[config.mk]
export PLATFORM = sky130hd
export DESIGN_NAME = pm_csr_reg
export DESIGN_NICKNAME = d
export VERILOG_FILES = /design/src/rtl/pm_csr_pkg.sv /design/src/rtl/pm_state_field.sv /design/src/rtl/pm_wake_event.sv /design/src/rtl/pm_read_assemble.sv /design/src/rtl/pm_csr_reg.sv
export SDC_FILE = /design/constraint.sdc
export NUM_CORES = 1
export LEC_CHECK = 0
export BUFFER_PORTS_ARGS = -buffer_cell sky130_fd_sc_hd__buf_4
export CORE_AREA = 2 2 39 41
export CTS_BUF_LIST = sky130_fd_sc_hd__clkbuf_4 sky130_fd_sc_hd__clkbuf_8
export DETAILED_ROUTE_END_ITERATION = 6
export DIE_AREA = 0 0 41 43
export PLACE_DENSITY = 0.72
export SLEW_MARGIN = 10
export SYNTH_ARGS = -nofsm -noshare
export SYNTH_HDL_FRONTEND = slang
export SYNTH_SLANG_ARGS = --single-unit
[constraint.sdc]
create_clock -name clk -period 0.85 [get_ports clk]
set_clock_uncertainty 0.15 [all_clocks]
set_input_delay 0.0425 -clock clk [delete_from_list [all_inputs] [get_ports clk]]
set_output_delay 0.0425 -clock clk [all_outputs]
set_load 0.005 [all_outputs]
[src/rtl/pm_csr_pkg.sv]
package pm_csr_pkg;

    localparam int REG_W      = 16;
    localparam int LANE_W     = 8;
    localparam int NUM_LANES  = REG_W / LANE_W;
    localparam int STATE_W    = 2;
    localparam int STATE_LSB  = 0;
    localparam int WAKE_EN_B  = 8;
    localparam int WAKE_ST_B  = 15;

    typedef enum logic [STATE_W-1:0] {
        PWR_FULL = 2'b00,
        PWR_RSVD = 2'b01,
        PWR_LOW  = 2'b10,
        PWR_OFF  = 2'b11
    } pwr_state_e;

    typedef struct packed {
        logic dma;
        logic link;
        logic lps;
        logic cut;
    } pwr_ctl_t;

    function automatic pwr_ctl_t decode_state(pwr_state_e s);
        pwr_ctl_t c;
        c.dma  = (s == PWR_FULL);
        c.link = (s == PWR_FULL);
        c.lps  = (s == PWR_FULL);
        c.cut  = (s == PWR_OFF);
        return c;
    endfunction

    function automatic logic is_low_power(pwr_state_e s);
        return (s == PWR_LOW) || (s == PWR_OFF);
    endfunction

    function automatic logic state_accepted(logic [STATE_W-1:0] v);
        return v != PWR_RSVD;
    endfunction

    function automatic int lane_of(int bit_idx);
        return bit_idx / LANE_W;
    endfunction

endpackage

[src/rtl/pm_state_field.sv]
module pm_state_field
    import pm_csr_pkg::*;
(
    input  logic                clk,
    input  logic                rst,
    input  logic                wr_stb,
    input  logic [STATE_W-1:0]  wr_val,
    output pwr_state_e          state_o,
    output pwr_ctl_t            ctl_o
);
    pwr_state_e state_q;
    pwr_ctl_t   ctl_q;

    always_ff @(posedge clk) begin
        if (rst) begin
            state_q <= PWR_FULL;
            ctl_q   <= decode_state(PWR_FULL);
        end else begin
            if (wr_stb && state_accepted(wr_val))
                state_q <= pwr_state_e'(wr_val);
            ctl_q <= decode_state(state_q);
        end
    end

    assign state_o = state_q;
    assign ctl_o   = ctl_q;
endmodule

[src/rtl/pm_wake_event.sv]
module pm_wake_event (
    input  logic clk,
    input  logic rst,
    input  logic en_stb,
    input  logic en_val,
    input  logic clr_req,
    input  logic link_on,
    input  logic low_power,
    output logic wake_en_o,
    output logic wake_st_o,
    output logic wake_req_o
);
    logic en_q, st_q, req_q;
    logic set_evt;

    assign set_evt = link_on && low_power;

    always_ff @(posedge clk) begin
        if (rst) begin
            en_q  <= 1'b0;
            st_q  <= 1'b0;
            req_q <= 1'b0;
        end else begin
            if (en_stb)
                en_q <= en_val;
            if (set_evt)
                st_q <= 1'b1;
            else if (clr_req)
                st_q <= 1'b0;
            req_q <= st_q && en_q;
        end
    end

    assign wake_en_o  = en_q;
    assign wake_st_o  = st_q;
    assign wake_req_o = req_q;
endmodule

[src/rtl/pm_read_assemble.sv]
module pm_read_assemble
    import pm_csr_pkg::*;
(
    input  pwr_state_e        state,
    input  logic              wake_en,
    input  logic              wake_st,
    output logic [REG_W-1:0]  rd_word
);
    for (genvar b = 0; b < REG_W; b++) begin : g_bit
        if (b >= STATE_LSB && b < STATE_LSB + STATE_W) begin : g_state
            assign rd_word[b] = state[b - STATE_LSB];
        end else if (b == WAKE_EN_B) begin : g_en
            assign rd_word[b] = wake_en;
        end else if (b == WAKE_ST_B) begin : g_st
            assign rd_word[b] = wake_st;
        end else begin : g_zero
            assign rd_word[b] = 1'b0;
        end
    end
endmodule

[src/rtl/pm_csr_reg.sv]
module pm_csr_reg
    import pm_csr_pkg::*;
(
    input  logic                  clk,
    input  logic                  rst,
    input  logic                  wr_en,
    input  logic [NUM_LANES-1:0]  wr_be,
    input  logic [REG_W-1:0]      wr_data,
    output logic [REG_W-1:0]      rd_data,
    input  logic                  link_on,
    output logic                  dma_ctx_en,
    output logic                  link_layer_en,
    output logic                  link_pwr_en,
    output logic                  pwr_removable,
    output logic                  wake_req
);
    logic [NUM_LANES-1:0] lane_we;
    pwr_state_e           state;
    pwr_ctl_t             ctl;
    logic                 wake_en, wake_st;

    for (genvar l = 0; l < NUM_LANES; l++) begin : g_lane
        assign lane_we[l] = wr_en && wr_be[l];
    end

    pm_state_field u_state (
        .clk     (clk),
        .rst     (rst),
        .wr_stb  (lane_we[lane_of(STATE_LSB)]),
        .wr_val  (wr_data[STATE_LSB +: STATE_W]),
        .state_o (state),
        .ctl_o   (ctl)
    );

    pm_wake_event u_wake (
        .clk        (clk),
        .rst        (rst),
        .en_stb     (lane_we[lane_of(WAKE_EN_B)]),
        .en_val     (wr_data[WAKE_EN_B]),
        .clr_req    (lane_we[lane_of(WAKE_ST_B)] && wr_data[WAKE_ST_B]),
        .link_on    (link_on),
        .low_power  (is_low_power(state)),
        .wake_en_o  (wake_en),
        .wake_st_o  (wake_st),
        .wake_req_o (wake_req)
    );

    pm_read_assemble u_rd (
        .state   (state),
        .wake_en (wake_en),
        .wake_st (wake_st),
        .rd_word (rd_data)
    );

    assign dma_ctx_en    = ctl.dma;
    assign link_layer_en = ctl.link;
    assign link_pwr_en   = ctl.lps;
    assign pwr_removable = ctl.cut;
endmodule

==> results.ini, run 1 <==
[status]
status = finished, violations left
violations = negative hold slack, negative setup slack

[route]
vias = 291
wire_per_inst_um = 9.14
post-route-drc-count = 0
routed_wl_um = 704
drtIter0Drc = 1
postRouteAntennaNets = 0
drt_pass1_iterations = 2
via_per_inst = 3.78

[cells_and_area]
diodes = 0
final_area_um2 = 577
syn_to_final_growth_pct = 55.2
fillers = 154
final_util = 0.417
drive_gt1_frac = 0.656
final_nets = 84

[timing]
tns_ps = -547
finalCritPeriodShare = 1.15
period_minus_slack_ps = 977
setup_viol = 11
fmax_mhz = 1020
rsz0062_at_grt = true
whs_ps = -147
maxSlewViolCount = 0
report.final.hold_viol_count = 7
fin_ws_ps = -127

[place]
portBuffers = 18
pre_cts_slack_ps = -43.1
hpwl_um = 600
placed_area_um2 = 465
globalplace.congestion = 0.605

[worst_setup_path]
startpoint_type = flop
rrSetupSlack_ps = -60
worstPathMaxFanout = 4
crit_arrival_ps = 780
critPathRequiredTime_ps = 660
critPathCaptureType = primary output
worst-setup-path-type = flop to primary output

[logic_synthesis]
synth_top_cell_area_share = 0.377
synth_area_leaders = dfxtp_1 38%, buf_4 32%, a21bo_2 5.4%
avgSynthCellArea_um2 = 9.06
ys_seq_elements = 7
syn_area_um2 = 372
synth_warnings = 0
yosysSeqAreaShare = 0.377
yosysTopAreaCell = dfxtp_1
yosysUniqueCellTypes = 15
syn_inst = 41

[pwr]
p_per_area_nw_per_um2 = 1430
p_leak_nw = 0.277
ir_drop_uv = 305

[clocking]
ctsRootBufferMaster = clkbuf_4
worstSkewPairLatency_ps = 250
cts_htree_levels = 1
cts_made_buffers = 3
clock_path_buffers = 2
cts_sinks = 7
path_clk_slew_ps = 50
cts_tree = built

[die]
rows = 14
start_util = 0.269
coreArea_um2 = 1380
die_w_um = 41
die_area_um2 = 1760
die_h_um = 43
io_pins = 43

[global_route]
grt_pass1_wl_um = 1050
grt_pass1_vias = 268
grt_usage = 0.0973
grt_max_degree = 8
antenna_found_initial = 0
gr-total-overflow = 0

[job]
drv_cap = 0

[min_path]
hp-class = input pin to flop

## synth_stat cells
cell      count
inv_1         1
nand3_1       2
o22ai_1       1
and3b_1       1
nand2b_1      2
nor2_1        2
a211oi_2      1
a31oi_1       1
a21bo_2       2
nand2_1       2
buf_4        16
dfxtp_1       7
a21oi_1       1
o21bai_1      1
conb_1        1
## registers in the layout, indices dropped and copies added, names as in the netlist
name,cells
u_wake.wake_en_o,1
u_state.state_o,2
u_wake.wake_req_o,1
u_state.ctl_o,2
u_wake.wake_st_o,1
## path summary, 6_finish.rpt
kind / cells past startpoint / end / start
hold / removal: 2 / u_wake.wake_en_o / rst
setup reg to reg: 2 / u_wake.wake_st_o / u_wake.wake_st_o
hold reg to reg: 1 / u_state.ctl_o[3] / u_state.state_o[1]
setup / recovery: 2 / rd_data[15] / u_wake.wake_st_o
## layer usage
metal  share of wire  global-route usage
met3            0.10              0.0471
met2            0.59               0.169
met4               0              0.0800
met1            0.31              0.0705
met5               0                   0
## worst max-delay path, cell delays in order (launching register included)
cell and delay [ps]:
dfxtp_2 330, buf_6 110, buf_6 100
## final cells by class
class                      instances  area [um^2]  area share
clock buffer                       4         30.0      0.0521
inverter                           1         3.75     0.00651
multi-input combinational         28          169       0.293
sequential                         7          151       0.262
tap                               16         20.0      0.0347
timing repair buffer              21          203       0.351
## placed cells by master, fill, tap and decap left out, drive strengths merged
master  instances
a211oi          1
a21bo           2
a21oi           1
a31oi           1
and3b           1
buf            21
clkbuf          4
conb           12
dfxtp           7
inv             1
nand2           2
nand2b          2
nand3           2
nor2            2
o21bai          1
o22ai           1
## power breakdown
group | internal, mW | switching, mW
logic | 0.0895 | 0.0519
clock network | 0.210 | 0.114
registers | 0.343 | 0.0132
total | 0.643 | 0.180
## through the flow
step           instances  total power, mW  hold WS (ps)
2_1_floorplan         52            0.448         -45.8
3_3_place_gp          72            0.469           104
3_5_place_dp          72            0.473           112
4_1_cts               77            0.837          -159
5_1_grt               77            0.883          -153
6_report              77            0.823          -147
## timing repair
action | in CTS | in global routing
resized for setup | 19 | 4
pin swaps | 1 | 0
endpoints found under the setup margin | 11 | 14
hold endpoints to repair | 7 | 7
buffers inserted | 1 | 0
## logic make-up after synthesis
| kind of cell | Yosys count | synth area share |
|---|---|---|
| DFF | 7 | 0.377 |
| buffers and inverters | 17 | 0.333 |
| and+or+nand+nor | 9 | 0.125 |
| AOI/OAI and AO/OA | 7 | 0.155 |
| other | 1 | 0.0101 |
No activity file was read; power rests on OpenSTA's default activity.
==> run 2: changes to the inputs <==
--- a/config.mk
+++ b/config.mk
@@ -7,7 +7,7 @@
 export LEC_CHECK = 0
 export BUFFER_PORTS_ARGS = -buffer_cell sky130_fd_sc_hd__buf_4
 export CORE_AREA = 2 2 39 41
-export CTS_BUF_LIST = sky130_fd_sc_hd__clkbuf_4 sky130_fd_sc_hd__clkbuf_8
+export CTS_BUF_LIST = sky130_fd_sc_hd__clkbuf_2
 export DETAILED_ROUTE_END_ITERATION = 6
 export DIE_AREA = 0 0 41 43
 export PLACE_DENSITY = 0.72
==> run 2 against run 1 <==
Net effect: critical path depth unchanged; worst setup slack improved by 15 ps; sequential share of layout area increased by 1.8 points; the run still ends with negative hold slack, negative setup slack left; critical path type unchanged; cell count decreased by 1.3%.
==> results.ini, run 2 (same netlist as run 1, synthesis figures left out) <==
[status]
status = finished, violations left
violations = negative hold slack, negative setup slack

[timing]
tns_ps = -448  ; +99.7 ps
whs_ps = -136  ; +11.7 ps
period_minus_slack_ps = 962  ; -15.2 ps
fin_ws_ps = -112  ; +15.2 ps
report.final.hold_viol_count = 6  ; -1
maxSlewViolCount = 0  ; unchanged
fmax_mhz = 1040  ; +1.6%
rsz0062_at_grt = true
setup_viol = 9  ; -2
finalCritPeriodShare = 1.13  ; -0.0179

[die]
rows = 14  ; unchanged
die_area_um2 = 1760  ; unchanged
die_h_um = 43  ; unchanged
die_w_um = 41  ; unchanged
start_util = 0.269  ; unchanged
coreArea_um2 = 1380  ; unchanged
io_pins = 43  ; unchanged

[pwr]
comb_power_share = 0.177  ; +0.005
finalPower_uw = 724  ; -12%
p_sw_uw = 176  ; -2.0%
switching_share = 0.243  ; +0.0246
intPower_uw = 548  ; -15%
p_per_area_nw_per_um2 = 1340  ; -5.8%
p_leak_nw = 0.261  ; -5.9%
seq_power_share = 0.490  ; +0.057
pwr-share-clk = 0.332  ; -0.063
ir_drop_uv = 275  ; -10%

[cells_and_area]
diodes = 0  ; unchanged
stdcell_count = 76  ; -1.3%
final_cell_mix = 12 x conb_1, 11 x buf_6, 9 x buf_4, 6 x dfxtp_2, 4 x clkbuf_2
final_nets = 83  ; -1.2%
syn_to_final_growth_pct = 45.1
mostFrequentLayoutCell = conb_1
drive_gt1_frac = 0.583  ; -0.0724

[worst_setup_path]
worstPathMaxFanout = 4  ; unchanged
crit_arrival_ps = 770  ; about the same
crit_path_top_delay_cell = dfxtp_2
worst_r2r_path_depth = 2  ; unchanged
crit-reg2reg-launch = u_wake.wake_st_o
critPathCaptureType = primary output
startpoint = u_wake.wake_st_o
worst-setup-path-type = flop to primary output
crit_top_cell = buf_6
cp_cell_sequence = buf_6 > buf_6
startpoint_type = flop
rr_endpoint = u_wake.wake_st_o
cp_slowest_stage_delay_ps = 340  ; about the same
critPathRequiredTime_ps = 660  ; about the same
rrSetupSlack_ps = -70  ; about the same

[global_route]
gr-total-overflow = 0  ; unchanged
grt_pass1_wl_um = 1010  ; -3.2%
grt_usage = 0.0953  ; -0.00201
antenna_found_initial = 0  ; unchanged
grt_max_degree = 8  ; unchanged
grt_pass1_vias = 262  ; -2.2%

[clocking]
clock_path_buffers = 2  ; unchanged
cts_tree = built
post_cts_buffers = 0  ; -1
cts_made_buffers = 3  ; unchanged
cts_htree_levels = 1  ; unchanged
path_clk_slew_ps = 70  ; +20 ps
ctsRootBufferMaster = clkbuf_2
worstSkewPairLatency_ps = 220  ; -30 ps
cts_sinks = 7  ; unchanged

[route]
post-route-drc-count = 0  ; unchanged
drtIter0Drc = 1  ; unchanged
postRouteAntennaNets = 0  ; unchanged
via_per_inst = 3.84  ; +1.7%
wire_per_inst_um = 8.96  ; -2.0%
routed_wl_um = 681  ; -3.3%
drt_pass1_iterations = 2  ; unchanged
vias = 292  ; +0.34%

[min_path]
whs_endpoint = u_wake.wake_en_o
hold_depth = 2  ; unchanged
hp-class = input pin to flop
holdCritStartpoint = rst

[place]
hpwl_um = 600  ; unchanged
globalplace.congestion = 0.605  ; unchanged
place_inst = 72  ; unchanged
pre_cts_slack_ps = -43.1  ; unchanged
portBuffers = 18  ; unchanged

[job]
drv_cap = 0  ; unchanged

-- run 2: worst max-delay path, delay by kind of cell (launching register included) --
| family | cells | cell delay [ps] |
|---|---|---|
| buffers and inverters | 2 | 210 |
| flip-flops | 1 | 340 |
-- run 2: layer usage --
layer / GRT usage / vias up / routed length, um
met4: 0.0800 / 0 / 0
met1: 0.0705 / 132 / 216
met3: 0.0471 / 0 / 71
met2: 0.163 / 15 / 393
li1: - / 145 / -
met5: 0 / - / 0
-- run 2: stage by stage --
| step | instance area [um^2] | utilization |
|---|---|---|
| after global routing | 539 | 0.390 |
| after CTS | 539 | 0.390 |
| final | 539 | 0.390 |
| after detailed placement | 465 | 0.336 |
| after floorplan | 415 | - |
| after global placement | 465 | 0.336 |
-- run 2: how the worst max path moves through the flow --
stage,endpoint,slack [ps]
after CTS,rd_data[15],-130
after floorplan,u_wake.wake_st_o,-3
after global placement,u_wake.wake_st_o,-30
after global routing,rd_data[15],-170
after detailed placement,u_wake.wake_st_o,-40
final,rd_data[15],-110
-- run 2: final cells by class --
class	count	area (um^2)
clock buffers	4	20.0
inverters	1	3.75
multi-input cells	28	153
fillers	157	845
flip-flops and latches	7	151
repair buffers	20	191
well taps	16	20.0
-- run 2: repair_timing --
item                                    CTS  global route
resized for setup                        18             0
gates cloned                              0             0
pin swaps                                 1             0
endpoints found under the setup margin   11            12
hold endpoints to repair                  6             6
-- run 2: power groups by stage --
stage          logic, mW  registers [mW]  clock network (mW)
4_1_cts            0.129           0.355               0.258
3_5_place_dp       0.113           0.360                   0
6_report           0.128           0.355               0.241
3_3_place_gp       0.110           0.359                   0
2_1_floorplan     0.0898           0.359                   0
5_1_grt            0.144           0.357               0.279
==> run 3: changes to the inputs <==
--- a/config.mk
+++ b/config.mk
@@ -11,6 +11,7 @@
 export DETAILED_ROUTE_END_ITERATION = 6
 export DIE_AREA = 0 0 41 43
 export PLACE_DENSITY = 0.72
+export SETUP_SLACK_MARGIN = 0.3
 export SLEW_MARGIN = 10
 export SYNTH_ARGS = -nofsm -noshare
 export SYNTH_HDL_FRONTEND = slang
==> run 3 against run 2 <==
Net effect: the flow still finishes with violations (negative hold slack, negative setup slack); critical path depth rose by 1; combinational power increased by 22%; clock power decreased by 2%; routed wire length is 6.8% higher; sequential power hardly changed; maximum frequency decreased by 1.6%; clock-buffer cell count fell by 1; sequential share of layout area down 2.8 points; highest routed layer unchanged; hold slack got worse by 4.0 ps; core utilization grew 3.6 points; worst setup slack worse by 15 ps.
==> results.ini, run 3 (same netlist as run 1, synthesis figures left out) <==
[place]
globalplace.congestion = 0.568  ; -6.1%
pre_cts_slack_ps = -24.1  ; +19.0 ps
hpwl_um = 554  ; -7.7%
portBuffers = 18  ; unchanged

[global_route]
antenna_found_initial = 0  ; unchanged
grt_pass1_wl_um = 1050  ; +3.4%
grt_pass1_vias = 280  ; +6.9%
grt_max_degree = 8  ; unchanged
gr-total-overflow = 0  ; unchanged
grt_usage = 0.0923  ; -0.00301

[timing]
report.final.hold_viol_count = 6  ; unchanged
rsz0062_at_grt = true
finalCritPeriodShare = 1.15  ; +0.0181
fmax_mhz = 1020  ; -1.6%
fin_ws_ps = -127  ; -15.4 ps
maxSlewViolCount = 0  ; unchanged
period_minus_slack_ps = 977  ; +15.4 ps
setup_viol = 11  ; +2
whs_ps = -140  ; -3.96 ps

[worst_setup_path]
cp_slowest_stage_delay_ps = 340  ; about the same
startpoint = u_wake.wake_st_o
crit-reg2reg-launch = u_wake.wake_st_o
worst-path-buf-inv = 1  ; -1
worst-setup-path-type = flop to flop
crit_family = flip-flops
worstPathMaxFanout = 2  ; -2
startpoint_type = flop
critPathRequiredTime_ps = 860  ; +200 ps
crit_path_top_delay_cell = dfxtp_2
cp_cell_sequence = buf_4 > a21bo_2 > a31oi_1
crit_arrival_ps = 990  ; +220 ps
critPathCaptureType = flop

[route]
vias = 318  ; +8.9%
wire_per_inst_um = 8.98  ; +0.16%
drtIter0Drc = 4  ; +3
drt_pass1_iterations = 4  ; +2
routed_wl_um = 727  ; +6.8%
postRouteAntennaNets = 0  ; unchanged
via_per_inst = 3.93  ; +2.2%
post-route-drc-count = 0  ; unchanged

[clocking]
worstSkewPairLatency_ps = 230  ; about the same
cts_sinks = 7  ; unchanged
ctsRootBufferMaster = clkbuf_2
cts_tree = built
clock_path_buffers = 2  ; unchanged
cts_made_buffers = 3  ; unchanged
cts_htree_levels = 1  ; unchanged
path_clk_slew_ps = 80  ; about the same

[cells_and_area]
regArea_um2 = 149  ; -1.7%
drive_gt1_frac = 0.662  ; +0.0782
multi_input_area_um2 = 158  ; +3.3%
fillers = 142  ; -9.6%
syn_to_final_growth_pct = 58.6
mostFrequentLayoutCell = buf_6
final_nets = 88  ; +6.0%
final_cell_mix = 13 x buf_6, 12 x conb_1, 12 x buf_4, 7 x dfxtp_2, 3 x clkbuf_2
diodes = 0  ; unchanged

[die]
rows = 14  ; unchanged
io_pins = 43  ; unchanged
coreArea_um2 = 1380  ; unchanged
die_h_um = 43  ; unchanged
die_area_um2 = 1760  ; unchanged
start_util = 0.269  ; unchanged
die_w_um = 41  ; unchanged

[status]
status = finished, violations left
violations = negative hold slack, negative setup slack

[pwr]
p_leak_nw = 0.290  ; +11%
ir_drop_uv = 444  ; +62%
p_per_area_nw_per_um2 = 1270  ; -5.6%

[min_path]
hp-class = input pin to flop
holdCritStartpoint = rst

[job]
drv_cap = 0  ; unchanged

## run 3: final cells by class
cell class,instances,area share
Sequential cell,7,0.253
Clock inverter,1,0.00849
Inverter,1,0.0106
Multi-Input combinational cell,28,0.268
Tap cell,16,0.0340
Clock buffer,3,0.0255
Timing Repair Buffer,25,0.401
## run 3: final timing paths
kind	to	slack [ps]	cells past startpoint
max	u_wake.wake_st_o	-130	3
min	u_state.state_o[0]	-140	2
max reg2reg	u_wake.wake_st_o	-130	3
min reg2reg	u_state.ctl_o[0]	380	2
## run 3: per-stage QoR
stage | cell area [um^2] | std cells | util | total power [mW] | setup TNS [ps]
after floorplan | 430 | 52 | - | 0.456 | -2.68
after global placement | 469 | 72 | 0.339 | 0.472 | -2.20
after detailed placement | 469 | 72 | 0.339 | 0.475 | -46.9
after CTS | 567 | 80 | 0.410 | 0.757 | -833
after global routing | 589 | 81 | 0.426 | 0.796 | -1220
final | 589 | 81 | 0.426 | 0.747 | -611
## run 3: timing repair
action                                  4_1_cts  5_1_grt
setup buffers                                 4        1
endpoints found under the setup margin       16       16
pin swaps                                     2        1
hold endpoints to repair                      7        7
resized for setup                            13        6
## run 3: report_power, final
part	internal [mW]	leakage, nW	switching, mW	total (mW)
registers	0.343	0.0593	0.0114	0.355
logic	0.0992	0.214	0.0564	0.156
clock network	0.107	0.0164	0.130	0.237
total	0.549	0.290	0.198	0.747
## run 3: routing by layer
metal / wire, um / vias to the layer above / track usage
li1: - / 158 / -
met1: 267 / 141 / 0.103
met2: 391 / 19 / 0.131
met3: 69 / 0 / 0
met4: 0 / 0 / 0.120
met5: 0 / - / 0
